File: src/rtl/fo_pkg.sv
package fo_pkg;
   typedef enum logic [1:0] {
      SRC_POS_ALL = 2'd0,
      SRC_PRIM    = 2'd1,
      SRC_POS_CTL = 2'd2,
      SRC_FBK_MAX = 2'd3
   } fo_src_e;

   function automatic fo_src_e fo_pick(input logic in_ctl, input logic ini,
                                       input logic dly, input logic not_lo,
                                       input logic not_hi);
      if (!in_ctl)             return SRC_POS_ALL;
      else if (ini && !dly)    return SRC_PRIM;
      else if (dly)            return SRC_POS_CTL;
      else if (not_lo && not_hi) return SRC_PRIM;
      else                     return SRC_FBK_MAX;
   endfunction
endpackage

File: src/rtl/fo_oneshot.sv
module fo_oneshot #(
   parameter int SHOT_LEN = 2
) (
   input  logic clk,
   input  logic rst_n,
   input  logic en,
   input  logic trig,
   output logic active
);
   localparam int CW = (SHOT_LEN < 2) ? 1 : $clog2(SHOT_LEN + 1);
   localparam logic [CW-1:0] RELOAD = CW'(SHOT_LEN - 1);

   generate
      if (SHOT_LEN < 1) begin : g_bad_len
         $error("fo_oneshot: SHOT_LEN must be at least 1");
      end
   endgenerate

   logic          prev_q;
   logic [CW-1:0] cnt_q;
   logic          rise;

   assign rise   = trig && !prev_q;
   assign active = rise || (cnt_q != '0);

   always_ff @(posedge clk or negedge rst_n) begin
      if (!rst_n) begin
         prev_q <= 1'b0;
         cnt_q  <= '0;
      end else if (en) begin
         prev_q <= trig;
         if (rise)              cnt_q <= RELOAD;
         else if (cnt_q != '0)  cnt_q <= cnt_q - 1'b1;
      end
   end

   AST_SHOT_IDLE_HOLD: assert property (@(posedge clk) disable iff (!rst_n)
      !en |=> $stable(cnt_q) && $stable(prev_q));
endmodule

File: src/rtl/fo_delay_on.sv
module fo_delay_on #(
   parameter int DLY_LEN = 1
) (
   input  logic clk,
   input  logic rst_n,
   input  logic en,
   input  logic din,
   output logic dout
);
   generate
      if (DLY_LEN < 0) begin : g_bad_len
         $error("fo_delay_on: DLY_LEN must not be negative");
      end
      if (DLY_LEN == 0) begin : g_pass
         assign dout = din;
      end else begin : g_timer
         localparam int CW = $clog2(DLY_LEN + 1);
         localparam logic [CW-1:0] LIMIT = CW'(DLY_LEN);
         logic [CW-1:0] on_q;

         assign dout = din && (on_q >= LIMIT);

         always_ff @(posedge clk or negedge rst_n) begin
            if (!rst_n)              on_q <= '0;
            else if (en) begin
               if (!din)             on_q <= '0;
               else if (on_q < LIMIT) on_q <= on_q + 1'b1;
            end
         end

         AST_DLY_IDLE_HOLD: assert property (@(posedge clk) disable iff (!rst_n)
            !en |=> $stable(on_q));
      end
   endgenerate
endmodule

File: src/rtl/fo_select.sv
module fo_select
   import fo_pkg::*;
#(
   parameter int DATA_W = 16
) (
   input  logic                     in_ctl,
   input  logic                     ini,
   input  logic                     dly,
   input  logic                     not_lo,
   input  logic                     not_hi,
   input  logic signed [DATA_W-1:0] v_fbk_max,
   input  logic signed [DATA_W-1:0] v_pos_max,
   input  logic signed [DATA_W-1:0] v_pos_ctl,
   input  logic signed [DATA_W-1:0] v_prim,
   output logic signed [DATA_W-1:0] v_out
);
   fo_src_e src;

   always_comb begin
      src = fo_pick(in_ctl, ini, dly, not_lo, not_hi);
      unique case (src)
         SRC_POS_ALL: v_out = v_pos_max;
         SRC_PRIM:    v_out = v_prim;
         SRC_POS_CTL: v_out = v_pos_ctl;
         default:     v_out = v_fbk_max;
      endcase
   end
endmodule

File: src/rtl/fo_fbk_select.sv
module fo_fbk_select #(
   parameter int DATA_W   = 16,
   parameter int FRAC_W   = 8,
   parameter int SHOT_LEN = 2,
   parameter int DLY_LEN  = 1
) (
   input  logic                     clk,
   input  logic                     rst_n,
   input  logic                     exec_en,
   input  logic                     any_in_ctl,
   input  logic                     any_not_lo,
   input  logic                     any_not_hi,
   input  logic                     ctl_chg,
   input  logic signed [DATA_W-1:0] fbk_max,
   input  logic signed [DATA_W-1:0] pos_max,
   input  logic signed [DATA_W-1:0] pos_ctl_max,
   input  logic signed [DATA_W-1:0] prim_out,
   output logic signed [DATA_W-1:0] fbk_out,
   output logic                     init,
   output logic                     init_dly
);
   generate
      if (DATA_W < 4 || FRAC_W < 0 || FRAC_W >= DATA_W) begin : g_bad_fmt
         $error("fo_fbk_select: need DATA_W >= 4 and 0 <= FRAC_W < DATA_W");
      end
   endgenerate

   logic                     shot;
   logic                     init_n;
   logic                     dly_n;
   logic signed [DATA_W-1:0] fbk_n;

   fo_oneshot #(.SHOT_LEN(SHOT_LEN)) u_shot (
      .clk(clk), .rst_n(rst_n), .en(exec_en), .trig(ctl_chg), .active(shot)
   );

   assign init_n = shot || !any_in_ctl;

   fo_delay_on #(.DLY_LEN(DLY_LEN)) u_dly (
      .clk(clk), .rst_n(rst_n), .en(exec_en), .din(init_n), .dout(dly_n)
   );

   fo_select #(.DATA_W(DATA_W)) u_sel (
      .in_ctl(any_in_ctl), .ini(init_n), .dly(dly_n),
      .not_lo(any_not_lo), .not_hi(any_not_hi),
      .v_fbk_max(fbk_max), .v_pos_max(pos_max), .v_pos_ctl(pos_ctl_max),
      .v_prim(prim_out), .v_out(fbk_n)
   );

   always_ff @(posedge clk or negedge rst_n) begin
      if (!rst_n) begin
         fbk_out  <= '0;
         init     <= 1'b0;
         init_dly <= 1'b0;
      end else if (exec_en) begin
         fbk_out  <= fbk_n;
         init     <= init_n;
         init_dly <= dly_n;
      end
   end

   AST_NONE_IN_CTL_INIT: assert property (@(posedge clk) disable iff (!rst_n)
      exec_en && !any_in_ctl |=> init);
   AST_DLY_NEEDS_INIT: assert property (@(posedge clk) disable iff (!rst_n)
      init_dly |-> init);
   AST_DLY_DROPS_WITH_INIT: assert property (@(posedge clk) disable iff (!rst_n)
      $fell(init) |-> !init_dly);
   AST_NONE_IN_CTL_POS: assert property (@(posedge clk) disable iff (!rst_n)
      exec_en && !any_in_ctl |=> fbk_out == $past(pos_max));
   AST_IDLE_HOLD: assert property (@(posedge clk) disable iff (!rst_n)
      !exec_en |=> $stable(fbk_out) && $stable(init) && $stable(init_dly));
endmodule

File: config.mk
export PLATFORM = sky130hd
export DESIGN_NAME = fo_fbk_select
export DESIGN_NICKNAME = d
export VERILOG_FILES = /design/src/rtl/fo_pkg.sv /design/src/rtl/fo_oneshot.sv /design/src/rtl/fo_delay_on.sv /design/src/rtl/fo_select.sv /design/src/rtl/fo_fbk_select.sv
export SDC_FILE = /design/constraint.sdc
export NUM_CORES = 1
export LEC_CHECK = 0
export BUFFER_PORTS_ARGS = -buffer_cell sky130_fd_sc_hd__buf_2
export CORE_MARGIN = 2
export CORE_UTILIZATION = 47
export CTS_CLUSTER_DIAMETER = 200
export DETAILED_ROUTE_END_ITERATION = 7
export HOLD_SLACK_MARGIN = 0.08
export PLACE_DENSITY = 0.86
export SLEW_MARGIN = 20
export SYNTH_ARGS = -nofsm -noshare
export SYNTH_HDL_FRONTEND = slang
export SYNTH_SLANG_ARGS = --single-unit
export TNS_END_PERCENT = 1
File: constraint.sdc
create_clock -name clk -period 3.6 [get_ports clk]
set_input_delay 0.9 -clock clk [delete_from_list [all_inputs] [get_ports clk]]
set_output_delay 0.9 -clock clk [all_outputs]
set_load 0.02 [all_outputs]
Yosys cells after proc, flatten, opt, wreduce, memory -nomap -nowiden
Index checks and enable logic that the tools add are counted.
{"block": "word_totals", "reg_bits": 22, "latchBits": 0, "ramBits": 0, "rom_bits": 0, "inputBits": 71, "output_inout_bits": 18, "word_cells": 36, "memories": 0}
{"block": "classes", "addsub": 2, "mul": 0, "div_mod_pow": 0, "order_cmp": 2, "n_eq_ne": 3, "n_shift": 0, "mux": 9, "bitwise": 0, "n_reduce_logical": 14}
{"operator": "case mux 16 bit (3 select lines)", "n": 1}
{"operator": "2-to-1 mux 2 bit", "n": 6}
{"operator": "logical AND 1 bit", "n": 4}
{"operator": "AND reduction 2 bit", "n": 2}
{"operator": "nonzero test 2 bit", "n": 2}
{"operator": "logical NOT 1 bit", "n": 3}
{"operator": "equality test 2 x 1 -> 1 bit (second input constant)", "n": 1}
{"operator": "equality test 2 bit (second input constant)", "n": 1}
{"operator": "logical NOT 2 bit", "n": 1}
{"operator": "logical OR 1 bit", "n": 2}
{"operator": "2-to-1 mux 1 bit", "n": 2}
{"operator": "!= test 2 bit (second input constant)", "n": 1}
{"operator": "subtractor 2 x 1 -> 2 bit (second input constant)", "n": 1}
{"operator": "adder 1 bit (second input constant)", "n": 1}
{"operator": "greater-or-equal comparator 1 bit (second input constant)", "n": 1}
{"operator": "< comparator 1 bit (second input constant)", "n": 1}

Depth between registers and ports, before layout
Gate-level depths: netlist of run 1.
{"block": "logic_depth", "depth_word": 11, "mapped_depth": 7, "ltp_nobuf": 5}

Hierarchy
Synthesis of run 1 repeated with hierarchy kept, for this count alone.
{"block": "unflattened", "cells_unflattened": 101, "hier_area_um2": 1338.8}
{"mod": "fo_fbk_select", "n_inst": 1, "cells_each": 39, "area_each_um2": 728.2, "seq_area_each_um2": 450.4}
{"mod": "fo_select", "n_inst": 1, "cells_each": 43, "area_each_um2": 401.6, "seq_area_each_um2": 0.0}
{"mod": "fo_oneshot", "n_inst": 1, "cells_each": 16, "area_each_um2": 162.7, "seq_area_each_um2": 75.1}
{"mod": "fo_delay_on", "n_inst": 1, "cells_each": 3, "area_each_um2": 46.3, "seq_area_each_um2": 25.0}

Least setup slack after synthesis of run 1
No wires, ideal clock.
{"block": "synth_path", "path_kind": "input-to-reg", "startpoint": "input port ctl_chg", "endpoint": "register fbk_out[7]", "setup_ps": 126, "t_arrival_ps": 1674, "required_ps": 3474, "path_slack_ps": 1801, "stages": 5, "n_path_buf": 1, "path_cell_list": "nand2b_4 -> a21bo_4 -> buf_12 -> a221oi_2 -> o21ai_1"}
{"block": "synth_via", "elab_chain_cells": 10, "elab_cells_between_ends": 13, "classes_between": "eq/ne: 2; mux: 4; reduce/logical: 7"}
{"item": "from (decl)", "line_no": "fo_fbk_select.sv:13", "text": "input logic ctl_chg,"}
{"item": "logical AND 1 bit *", "line_no": "fo_oneshot.sv:23", "text": "assign rise = trig && !prev_q;"}
{"item": "logical OR 1 bit *", "line_no": "fo_oneshot.sv:24", "text": "assign active = rise || (cnt_q != '0);"}
{"item": "logical OR 1 bit *", "line_no": "fo_fbk_select.sv:37", "text": "assign init_n = shot || !any_in_ctl;"}
{"item": "logical AND 1 bit", "line_no": "fo_delay_on.sv:21", "text": "assign dout = din && (on_q >= LIMIT);"}
{"item": "logical NOT 1 bit", "line_no": "fo_pkg.sv:13", "text": "else if (ini && !dly) return SRC_PRIM;"}
{"item": "logical AND 1 bit", "line_no": "fo_pkg.sv:13"}
{"item": "2-to-1 mux 2 bit *", "line_no": "fo_pkg.sv:13"}
{"item": "2-to-1 mux 2 bit *", "line_no": "fo_pkg.sv:12", "text": "if (!in_ctl) return SRC_POS_ALL;"}
{"item": "equality test 2 bit (tied with other cells)", "line_no": "fo_select.sv:21", "text": "unique case (src)"}
{"item": "case mux 16 bit (3 select lines) *", "line_no": "fo_select.sv:21"}
{"item": "to (signal assigned)", "line_no": "fo_fbk_select.sv:56", "text": "fbk_out <= fbk_n;"}
{"item": "to (decl)", "line_no": "fo_fbk_select.sv:18", "text": "output logic signed [DATA_W-1:0] fbk_out,"}
Mark *: on every way between the ends. The rest lies on a longest branch, timed or not.
A chain may end at the register's enable or synchronous reset.

Worst setup path in the final report of run 1
{"block": "layout_path", "startpoint": "input port any_in_ctl", "endpoint": "register fbk_out[2]"}
{"block": "layout_via", "elab_chain_cells": 9, "elab_cells_between_ends": 12, "classes_between": "eq/ne: 2; mux: 4; reduce/logical: 6"}
{"item": "from (decl)", "line_no": "fo_fbk_select.sv:10", "text": "input logic any_in_ctl,"}
{"item": "logical NOT 1 bit"}
{"item": "logical OR 1 bit", "line_no": "fo_fbk_select.sv:37"}
{"item": "logical AND 1 bit", "line_no": "fo_delay_on.sv:21"}
{"item": "logical NOT 1 bit", "line_no": "fo_pkg.sv:13"}
{"item": "logical AND 1 bit", "line_no": "fo_pkg.sv:13"}
{"item": "2-to-1 mux 2 bit", "line_no": "fo_pkg.sv:13"}
{"item": "2-to-1 mux 2 bit *", "line_no": "fo_pkg.sv:12"}
{"item": "equality test 2 bit (tied with other cells)", "line_no": "fo_select.sv:21"}
{"item": "case mux 16 bit (3 select lines) *", "line_no": "fo_select.sv:21"}
Marks and branches as above.

==> results.yml, run 1 <==
layout:
  fin_cells: 276
  regArea_um2: 551
  fin_util: 0.646
  multi_input_area_um2: 858
  final_nets: 305
  fillCellCount: 269
  layout-drive-gt1-share: 0.500
  antenna_cells: 0
  syn2layout_area_growth_pct: 30.0
power:
  clockPowerShare: 0.176
  cellPowerDensity_mw_per_mm2: 560
  sequentialPowerShare: 0.327
  p_leak_nw: 0.896
  swShare: 0.406
  p_comb_frac: 0.497
  switchingPower_mw: 0.449
  p_int_mw: 0.656
  max-vdd-ir-drop_mv: 0.382
timing:
  finClkSkew_ns: 0.00701
  fin_crit_sh: 0.532
  holdWs_ns: 0.512
  rsz0062_at_grt: "no"
  worst_slew_pin_slew_ns: 0.885
  finalCriticalPeriod_ns: 1.92
  finalMaxSlewViolations: 0
  setup-tns-final_ns: 0
  hold_viol: 0
  fmax_mhz: 522
  max_slew_margin: 0.410
  setup_viol: 0
synthesis:
  yosysSeqAreaShare: 0.363
  synth_fp_nets: 227
  synth-edff-count: 0
  synthCells: 155
  synthArstFlopShare: 1.00
  synth_compound_area_frac: 0.355
  synth.avg_cell_area_um2: 9.78
  yosys-top-cells-count: "dfrtp_1 (22), a31oi_1 (16), nor2b_1 (16), o211ai_1 (16)"
  synth_top_family_by_area: "compound AO/OA/AOI/OAI gates"
  ys_ff_latch: 22
  synth_top_cell_area_share: 0.363
  synthTopCellsByArea: "dfrtp_1 (36%), a221oi_2 (9.9%), o211ai_1 (7.9%)"
  synth_xor_xnor_area_share: 0
  synth.area.mux_share: 0.0223
  post-synth-top-count-cell: "dfrtp_1"
  synthSimpleGateAreaFrac: 0.181
  synth-adder-area-share: 0.00825
  synth.cell_area_mm2: 0.00152
  synth_flop_cell: "dfrtp_1"
  synth_cell_types: 27
  synth_top_area_cell: "dfrtp_1"
  yosysWarnings: 0
die:
  io_pins: 89
  initial_core_util: 0.497
  dieArea_mm2: 0.00370
  core_area_mm2: 0.00305
  rows: 20
  dieWidth_um: 60.8
  fp.dieH_um: 60.8
hold_path:
  min_path_type: "reg2reg"
  whs_path_depth: 1
place:
  hpwl_um: 3130
  place_congestion: 0.889
  dp_cells: 272
  io_buffers: 88
detailed_routing:
  via_count: 1541
  wl_um: 4090
  avgViaCountPerCell: 5.58
  ant_nets: 0
  avgRoutedWirePerCell_um: 14.8
  first_iter_violations: 77
  drtPass1Iterations: 4
  route.detailed.drc: 0
worst_setup_path:
  cp-start-kind: "input pin"
  worstSetupPathType: "in2reg"
  worstPathRequired_ns: 3.80
  critPathMaxFanout: 20
  end_kind: "flip-flop"
  rr_worst_depth: 5
  cp.arrival_ns: 2.12
clock_tree:
  cts.reportedPaths.clkPinSlew_ns: 0.13
  clock-root-buffer: "clkbuf_4"
  cts_htree_levels: 1
  clockBufferDepth: 2
  insertion_delay_ns: 0.32
  cts_tree: "done"
  numCtsBuffers: 3
  hold_buffers: 0
  cts.sinks: 22
  cts_resized: 0
  post_cts.repair.setup_buffers: 0
grt:
  grt_pass1_wl_um: 6340
  grt_max_degree: 56
  grt_usage: 0.234
  antenna_found_initial: 0
  grt_pass1_vias: 1423
  grt.overflow.total: 0
run:
  maxCapViolations: 0
outcome:
  status: "finished clean"
-- final timing paths --
path	from	end	slack, ns
worst max-delay path	any_in_ctl	fbk_out[2]	1.68
worst min-delay path	u_shot.cnt_q[1]	u_shot.cnt_q[1]	0.51
worst max register to register	u_shot.cnt_q[0]	fbk_out[2]	1.83
worst min register to register	u_shot.cnt_q[1]	u_shot.cnt_q[1]	0.51
max in group asynchronous	rst_n	fbk_out[15]	2.73
min in group asynchronous	rst_n	init_dly	0.52
-- worst max-delay path, stage by stage --
cell and delay [ns]:
buf_2 0.29, nand4_1 0.55, o211ai_1 0.27, o21ai_0 0.10
-- registers in the layout, indices dropped and copies added (netlist names) --
register            cells
init                    1
u_shot.cnt_q            2
fbk_out                16
init_dly                1
u_shot.prev_q           1
u_dly.g_timer.on_q      1
-- logic make-up after synthesis --
kind of cell / after synthesis
multiplexers: 3
AO/OA/AOI/OAI: 68
AND/OR/NAND/NOR: 42
buffers and inverters: 19
flip-flops: 22
adder cells (fa/ha/maj): 1
-- cell usage in the layout, fill, tap and decap left out --
master / Yosys / routed
nand2_2: 1 / 1
and4_1: 1 / 1
mux2_2: 3 / 3
inv_1: 4 / 4
a21bo_4: 1 / 1
o211ai_1: 16 / 16
and2_2: 8 / 8
clkbuf_4: 0 / 3
o2bb2ai_1: 1 / 1
nor2b_1: 16 / 16
nand3_1: 2 / 2
nand3b_1: 1 / 1
o21ai_1: 10 / 10
o21ai_0: 8 / 8
and2_1: 8 / 8
nand2b_4: 1 / 1
nand4_1: 1 / 1
a221oi_2: 10 / 10
nand2_1: 3 / 3
bufinv_16: 0 / 1
dfrtp_1: 22 / 22
buf_2: 9 / 88
a31oi_1: 16 / 16
ha_1: 1 / 1
a221oi_1: 6 / 6
-- final cells by class --
class                      instances  area share
inverter                           4     0.00761
clock inverter                     1      0.0152
sequential                        22       0.279
timing repair buffer              88       0.223
multi-input combinational        114       0.435
clock buffer                       3      0.0114
tap                               44      0.0279
-- power by group through the flow --
stage | registers [mW] | logic (mW) | clock network (mW)
6_report | 0.362 | 0.549 | 0.194
5_1_grt | 0.373 | 0.606 | 0.207
4_1_cts | 0.363 | 0.548 | 0.197
3_5_place_dp | 0.368 | 0.549 | 0
3_3_place_gp | 0.367 | 0.536 | 0
2_1_floorplan | 0.436 | 0.357 | 0
-- routing by layer --
layer  vias to the layer above  part of all wire  track usage
met1                       713              0.39        0.309
met5                         -                 0            0
li1                        747                 -            -
met2                        73              0.51        0.390
met4                         0             0.016       0.0652
met3                         8             0.080       0.0512
-- stage by stage --
stage / setup WS [ns] / power (mW) / cell area (um^2)
after floorplan: 1.80 / 0.793 / 1520
after global placement: 1.38 / 0.903 / 1920
after detailed placement: 1.34 / 0.917 / 1920
after CTS: 1.69 / 1.11 / 1970
after global routing: 1.50 / 1.19 / 1970
final: 1.68 / 1.10 / 1970
Power figures use the tool's default switching activity.
==> inputs of run 2 (changes only) <==
--- a/config.mk
+++ b/config.mk
@@ -5,13 +5,14 @@
 export SDC_FILE = /design/constraint.sdc
 export NUM_CORES = 1
 export LEC_CHECK = 0
+export ABC_AREA = 1
 export BUFFER_PORTS_ARGS = -buffer_cell sky130_fd_sc_hd__buf_2
 export CORE_MARGIN = 2
-export CORE_UTILIZATION = 47
+export CORE_UTILIZATION = 44
 export CTS_CLUSTER_DIAMETER = 200
 export DETAILED_ROUTE_END_ITERATION = 7
 export HOLD_SLACK_MARGIN = 0.08
-export PLACE_DENSITY = 0.86
+export PLACE_DENSITY = 0.82
 export SLEW_MARGIN = 20
 export SYNTH_ARGS = -nofsm -noshare
 export SYNTH_HDL_FRONTEND = slang
==> constraint.sdc (replaced) <==
create_clock -name clk -period 2 [get_ports clk]
set_input_delay 0.5 -clock clk [delete_from_list [all_inputs] [get_ports clk]]
set_output_delay 0.5 -clock clk [all_outputs]
set_load 0.02 [all_outputs]
==> results.yml, run 2 <==
outcome:
  status: "finished clean"
worst_setup_path:
  end_kind: "flip-flop"
  cp.arrival_ns: 1.83
  rr_worst_depth: 9
  reg2reg_to: "fbk_out[0]"
  rrSetupSlack_ns: 0.39
  worst_path_most_repeated_cell: "nand2_1"
  r2r-start: "u_shot.cnt_q[0]"
  slowest_stage: "dfrtp_1"
  worstSetupPathType: "reg2reg"
  cp-startpoint: "u_shot.cnt_q[0]"
  critPathMaxFanout: 48
  cp-start-kind: "flip-flop"
  max_stage_delay_ns: 0.39
  crit_chain: "inv_1 -> ha_1 -> nand4_1 -> buf_12 -> nand2_1 -> nor2_1 -> nand2_1 -> nand2_1 -> nand2_1"
  worstPathRequired_ns: 2.22
  endpoint: "fbk_out[0]"
synthesis:
  yosys-top-cells-count: "nand2_1 (107), nor2_1 (64), dfrtp_1 (22)"
  yosysWarnings: 0
  synthTopCellsByArea: "dfrtp_1 (36%), nand2_1 (27%), nor2_1 (16%)"
  ys_ff_latch: 22
  synth_top_area_cell: "dfrtp_1"
  synth.cell_area_mm2: 0.00152
  synth_flop_cell: "dfrtp_1"
  synthCells: 254
  synth.avg_cell_area_um2: 5.97
  synth_fp_nets: 326
  synth-edff-count: 0
  synth_top_cell_area_share: 0.363
  post-synth-top-count-cell: "nand2_1"
  synthArstFlopShare: 1.00
  yosysSeqAreaShare: 0.363
  synth_cell_types: 19
detailed_routing:
  wl_um: 4170
  ant_nets: 0
  via_count: 1773
  drtPass1Iterations: 4
  avgViaCountPerCell: 4.63
  route.detailed.drc: 0
  first_iter_violations: 120
  avgRoutedWirePerCell_um: 10.9
power:
  switchingPower_mw: 0.733
  swShare: 0.429
  p_leak_nw: 1.29
  clockPowerShare: 0.146
  cellPowerDensity_mw_per_mm2: 851
  p_int_mw: 0.977
  max-vdd-ir-drop_mv: 0.658
  p_comb_frac: 0.481
  sequentialPowerShare: 0.373
die:
  io_pins: 89
  dieWidth_um: 62.7
  fp.dieH_um: 62.7
  initial_core_util: 0.458
  core_area_mm2: 0.00331
  dieArea_mm2: 0.00393
  rows: 21
layout:
  syn2layout_area_growth_pct: 32.5
  fin_util: 0.607
  layout_common_cells: "nand2_1 (107), buf_2 (88), nor2_1 (64), dfrtp_1 (22)"
  fillCellCount: 339
  largestRegisters: "fbk_out x16, u_shot.cnt_q x2"
  final_nets: 410
  layout-drive-gt1-share: 0.300
  antenna_cells: 0
  max_flop_register: "fbk_out"
  largest_register_ffs: 16
  final_common_cell: "nand2_1"
grt:
  grt_max_degree: 49
  grt_pass1_vias: 1697
  grt_pass1_wl_um: 7070
  grt.overflow.total: 0
  antenna_found_initial: 0
  grt_usage: 0.224
place:
  place_congestion: 0.868
  io_buffers: 88
  hpwl_um: 3270
timing:
  finalCriticalPeriod_ns: 1.61
  rsz0062_at_grt: "no"
  worst_slew_pin_slew_ns: 0.486
  max_slew_margin: 0.676
  setup_viol: 0
  finClkSkew_ns: 0.00142
  fmax_mhz: 620
  hold_viol: 0
  fin_crit_sh: 0.806
  setup-tns-final_ns: 0
  finalMaxSlewViolations: 0
clock_tree:
  cts.reportedPaths.clkPinSlew_ns: 0.12
  hold_buffers: 0
  cts_tree: "done"
  numCtsBuffers: 3
  clock-root-buffer: "clkbuf_4"
  post_cts.repair.setup_buffers: 0
  clockBufferDepth: 2
  cts.sinks: 22
  cts_htree_levels: 1
  insertion_delay_ns: 0.31
  cts_resized: 0
hold_path:
  min_path_type: "in2async"
run:
  maxCapViolations: 0
==> run 2: cell types whose count changed after synthesis, sizes merged, moves of 16 or more <==
cell and delta:
a221oi -16, nand2 +105, nor2b -16, inv +17
and2 -16, nor2 +64, a31oi -16, nand3 +17
o211ai -16
==> run 2: critical path: cells and delay by family, from the launching register on <==
family                     cells  cell delay, ns
and+or+nand+nor                6            0.56
DFF                            1            0.39
adders and majority gates      1            0.25
buffers and inverters          2            0.31
==> run 2: final cells by class <==
type	instances	area [um^2]	share of cell area
clock buffers	4	36.3	0.0181
multi-input cells	200	817	0.407
well taps	46	57.6	0.0287
flip-flops and latches	22	551	0.274
repair buffers	90	468	0.233
inverters	21	78.8	0.0393
==> run 2: routing by layer <==
layer	global-route usage	part of all wire
met2	0.425	0.49
met4	0.0500	0.013
met5	0	0
met1	0.256	0.43
met3	0.0486	0.072
==> run 2: power groups by stage <==
stage,Sequential [mW],Clock [mW],Combinational (mW)
final,0.637,0.250,0.822
after global routing,0.650,0.275,0.930
after global placement,0.644,0,0.820
after CTS,0.638,0.255,0.831
after floorplan,0.754,0,0.451
after detailed placement,0.643,0,0.831
==> run 2: worst min-delay path by stage <==
stage                        to        start  slack, ns  depth (start not counted)
floorplan            fbk_out[0]        rst_n       0.20                          0
global placement    fbk_out[14]  fbk_out[14]       0.46                          2
detailed placement   fbk_out[1]   fbk_out[1]       0.46                          2
global route         fbk_out[9]        rst_n       0.15                          1
CTS                 fbk_out[14]        rst_n       0.13                          1
finish               fbk_out[9]        rst_n       0.13                          1
==> run 2: cell families (layout without fill, tap and decap cells) <==
family	Yosys count	after routing	share of synthesized area
AND/OR/NAND/NOR	194	194	0.507
AO/OA/AOI/OAI	5	5	0.0239
flip-flops	22	22	0.363
buffers and inverters	32	115	0.0974
adder cells (fa/ha/maj)	1	1	0.00826
==> run 2: metrics by stage <==
stage          power, mW  cell area [um^2]  std cells  hold slack (ns)  worst slack (ns)
6_report            1.71              2010        383            0.126             0.388
5_1_grt             1.86              2010        383            0.150             0.193
4_1_cts             1.72              2010        383            0.135             0.383
3_5_place_dp        1.47              1970        379            0.460             0.384
3_3_place_gp        1.46              1970        379            0.459             0.386
2_1_floorplan       1.21              1520        254            0.204             0.599
==> inputs of run 3 (changes only) <==
--- a/config.mk
+++ b/config.mk
@@ -8,11 +8,11 @@
 export ABC_AREA = 1
 export BUFFER_PORTS_ARGS = -buffer_cell sky130_fd_sc_hd__buf_2
 export CORE_MARGIN = 2
-export CORE_UTILIZATION = 44
+export CORE_UTILIZATION = 39
 export CTS_CLUSTER_DIAMETER = 200
 export DETAILED_ROUTE_END_ITERATION = 7
 export HOLD_SLACK_MARGIN = 0.08
-export PLACE_DENSITY = 0.82
+export PLACE_DENSITY = 0.77
 export SLEW_MARGIN = 20
 export SYNTH_ARGS = -nofsm -noshare
 export SYNTH_HDL_FRONTEND = slang
==> constraint.sdc (replaced) <==
create_clock -name clk -period 1.3 [get_ports clk]
set_input_delay 0.325 -clock clk [delete_from_list [all_inputs] [get_ports clk]]
set_output_delay 0.325 -clock clk [all_outputs]
set_load 0.02 [all_outputs]
==> results.yml, run 3 (synthesis gave the netlist of run 2 again) <==
outcome:
  status: "finished with violations"
  violations: "setup timing"
hold_path:
  min_to: "u_shot.prev_q"
  whs_path_depth: 3
  min_from: "ctl_chg"
  min_path_type: "in2reg"
worst_setup_path:
  r2r-start: "u_shot.cnt_q[0]"
  path_delay_family: "simple AND/OR/NAND/NOR gates"
  rrSetupSlack_ns: -0.16
  worstSetupPathType: "reg2reg"
  rr_worst_depth: 10
  crit_chain: "inv_2 -> ha_4 -> nand4_1 -> buf_6 -> buf_8 -> nand2_2 -> nor2_2 -> nand2_1 -> nand2_1 -> nand2_1"
  worstPathRequired_ns: 1.46
  critPathMaxFanout: 7
  reg2reg_to: "fbk_out[13]"
  cp-start-kind: "flip-flop"
  max_stage_delay_ns: 0.37
  cp_num_buf_inv: 3
  slowest_stage: "dfrtp_1"
  worst_path_most_repeated_cell: "nand2_1"
  cp.arrival_ns: 1.62
  end_kind: "flip-flop"
layout:
  antenna_cells: 0
  layout_common_cells: "nand2_1 (103), buf_2 (88), nor2_1 (54), dfrtp_1 (22), nand3_1 (18)"
  largestRegisters: "fbk_out x16, u_shot.cnt_q x2"
  largest_register_ffs: 16
  fin_area_mm2: 0.00229
  layout-drive-gt1-share: 0.376
  final_nets: 425
  max_flop_register: "fbk_out"
  fin_cells: 399
  syn2layout_area_growth_pct: 51.2
  final_common_cell: "nand2_1"
  fillCellCount: 366
grt:
  grt.overflow.total: 0
  grt_max_degree: 23
  antenna_found_initial: 0
  grt_usage: 0.210
  grt_pass1_wl_um: 7020
  grt_pass1_vias: 1573
detailed_routing:
  wl_um: 4760
  via_count: 1816
  drtPass1Iterations: 4
  first_iter_violations: 83
  avgRoutedWirePerCell_um: 11.9
  avgViaCountPerCell: 4.55
  route.detailed.drc: 0
  ant_nets: 0
clock_tree:
  clockBufferDepth: 2
  cts_tree: "done"
  cts.reportedPaths.clkPinSlew_ns: 0.08
  numCtsBuffers: 3
  clock-root-buffer: "clkbuf_8"
  insertion_delay_ns: 0.26
  cts_htree_levels: 1
  cts.sinks: 22
place:
  dpl_cell_area_mm2: 0.00208
  place_ws_ns: -0.128
  hpwl_um: 3390
  place_congestion: 0.844
  dp_cells: 388
  io_buffers: 88
timing:
  setup_slack_ns: -0.163
  hold_viol: 0
  setup_viol: 16
  max_slew_margin: 0.668
  rsz0062_at_grt: "yes"
  finalCriticalPeriod_ns: 1.46
  setup-tns-final_ns: -1.82
  fmax_mhz: 683
  finalMaxSlewViolations: 0
  finClkSkew_ns: 0.00417
  worst_slew_pin_slew_ns: 0.498
  fin_crit_sh: 1.13
die:
  dieArea_mm2: 0.00440
  dieWidth_um: 66.3
  rows: 22
  fp.dieH_um: 66.3
  core_area_mm2: 0.00369
  initial_core_util: 0.411
  io_pins: 89
run:
  maxCapViolations: 0
power:
  cellPowerDensity_mw_per_mm2: 1330
  max-vdd-ir-drop_mv: 0.796
  p_leak_nw: 1.41
  fin_total_pwr_mw: 3.05
==> run 3: tightest hold or removal path, delay by kind of cell <==
| family | cells | cell delay (ns) |
|---|---|---|
| simple gates | 1 | 0.04 |
| buf+inv | 1 | 0.09 |
| compound gates | 1 | 0.06 |
==> run 3: where the power goes <==
part	internal, mW	switching, mW
Combinational	0.709	0.930
Sequential	0.869	0.117
Clock	0.207	0.214
==> run 3: worst max-delay path by stage <==
stage	start	to	slack [ns]	cells after the start
2_1_floorplan	u_shot.cnt_q[0]	fbk_out[6]	-0.02	9
4_1_cts	u_shot.cnt_q[0]	fbk_out[4]	-0.07	10
5_1_grt	u_shot.cnt_q[1]	fbk_out[13]	-0.24	10
3_3_place_gp	u_shot.cnt_q[0]	fbk_out[13]	-0.11	9
6_report	u_shot.cnt_q[0]	fbk_out[13]	-0.16	10
3_5_place_dp	u_shot.cnt_q[0]	fbk_out[13]	-0.13	9
==> run 3: timing repair <==
item	CTS	global route
hold endpoints to repair	22	0
gates cloned	2	2
pin swaps	14	15
setup endpoints to repair	16	16
resized for setup	11	15
setup buffers	2	1
hold buffers	1	0
==> run 3: final cells by class <==
cell class,instances,area [um^2],area share
clock buffer,3,41.3,0.0180
inverter,21,78.8,0.0344
multi-input combinational,200,878,0.383
sequential,22,551,0.240
tap,48,60.1,0.0262
timing repair buffer,105,682,0.298
==> run 3: metrics by stage <==
| stage | hold slack, ns | utilization |
|---|---|---|
| 6_report | 0.304 | 0.621 |
| 5_1_grt | 0.325 | 0.621 |
| 4_1_cts | 0.303 | 0.594 |
| 3_5_place_dp | 0.320 | 0.563 |
| 3_3_place_gp | 0.322 | 0.563 |
| 2_1_floorplan | 0.0294 | - |
==> run 3: per-layer routing <==
metal	vias up	track usage	share of wire
met5	-	0	0
met4	0	0.0612	0.0080
met3	4	0.0324	0.068
met2	60	0.335	0.48
met1	796	0.291	0.45
li1	956	-	-
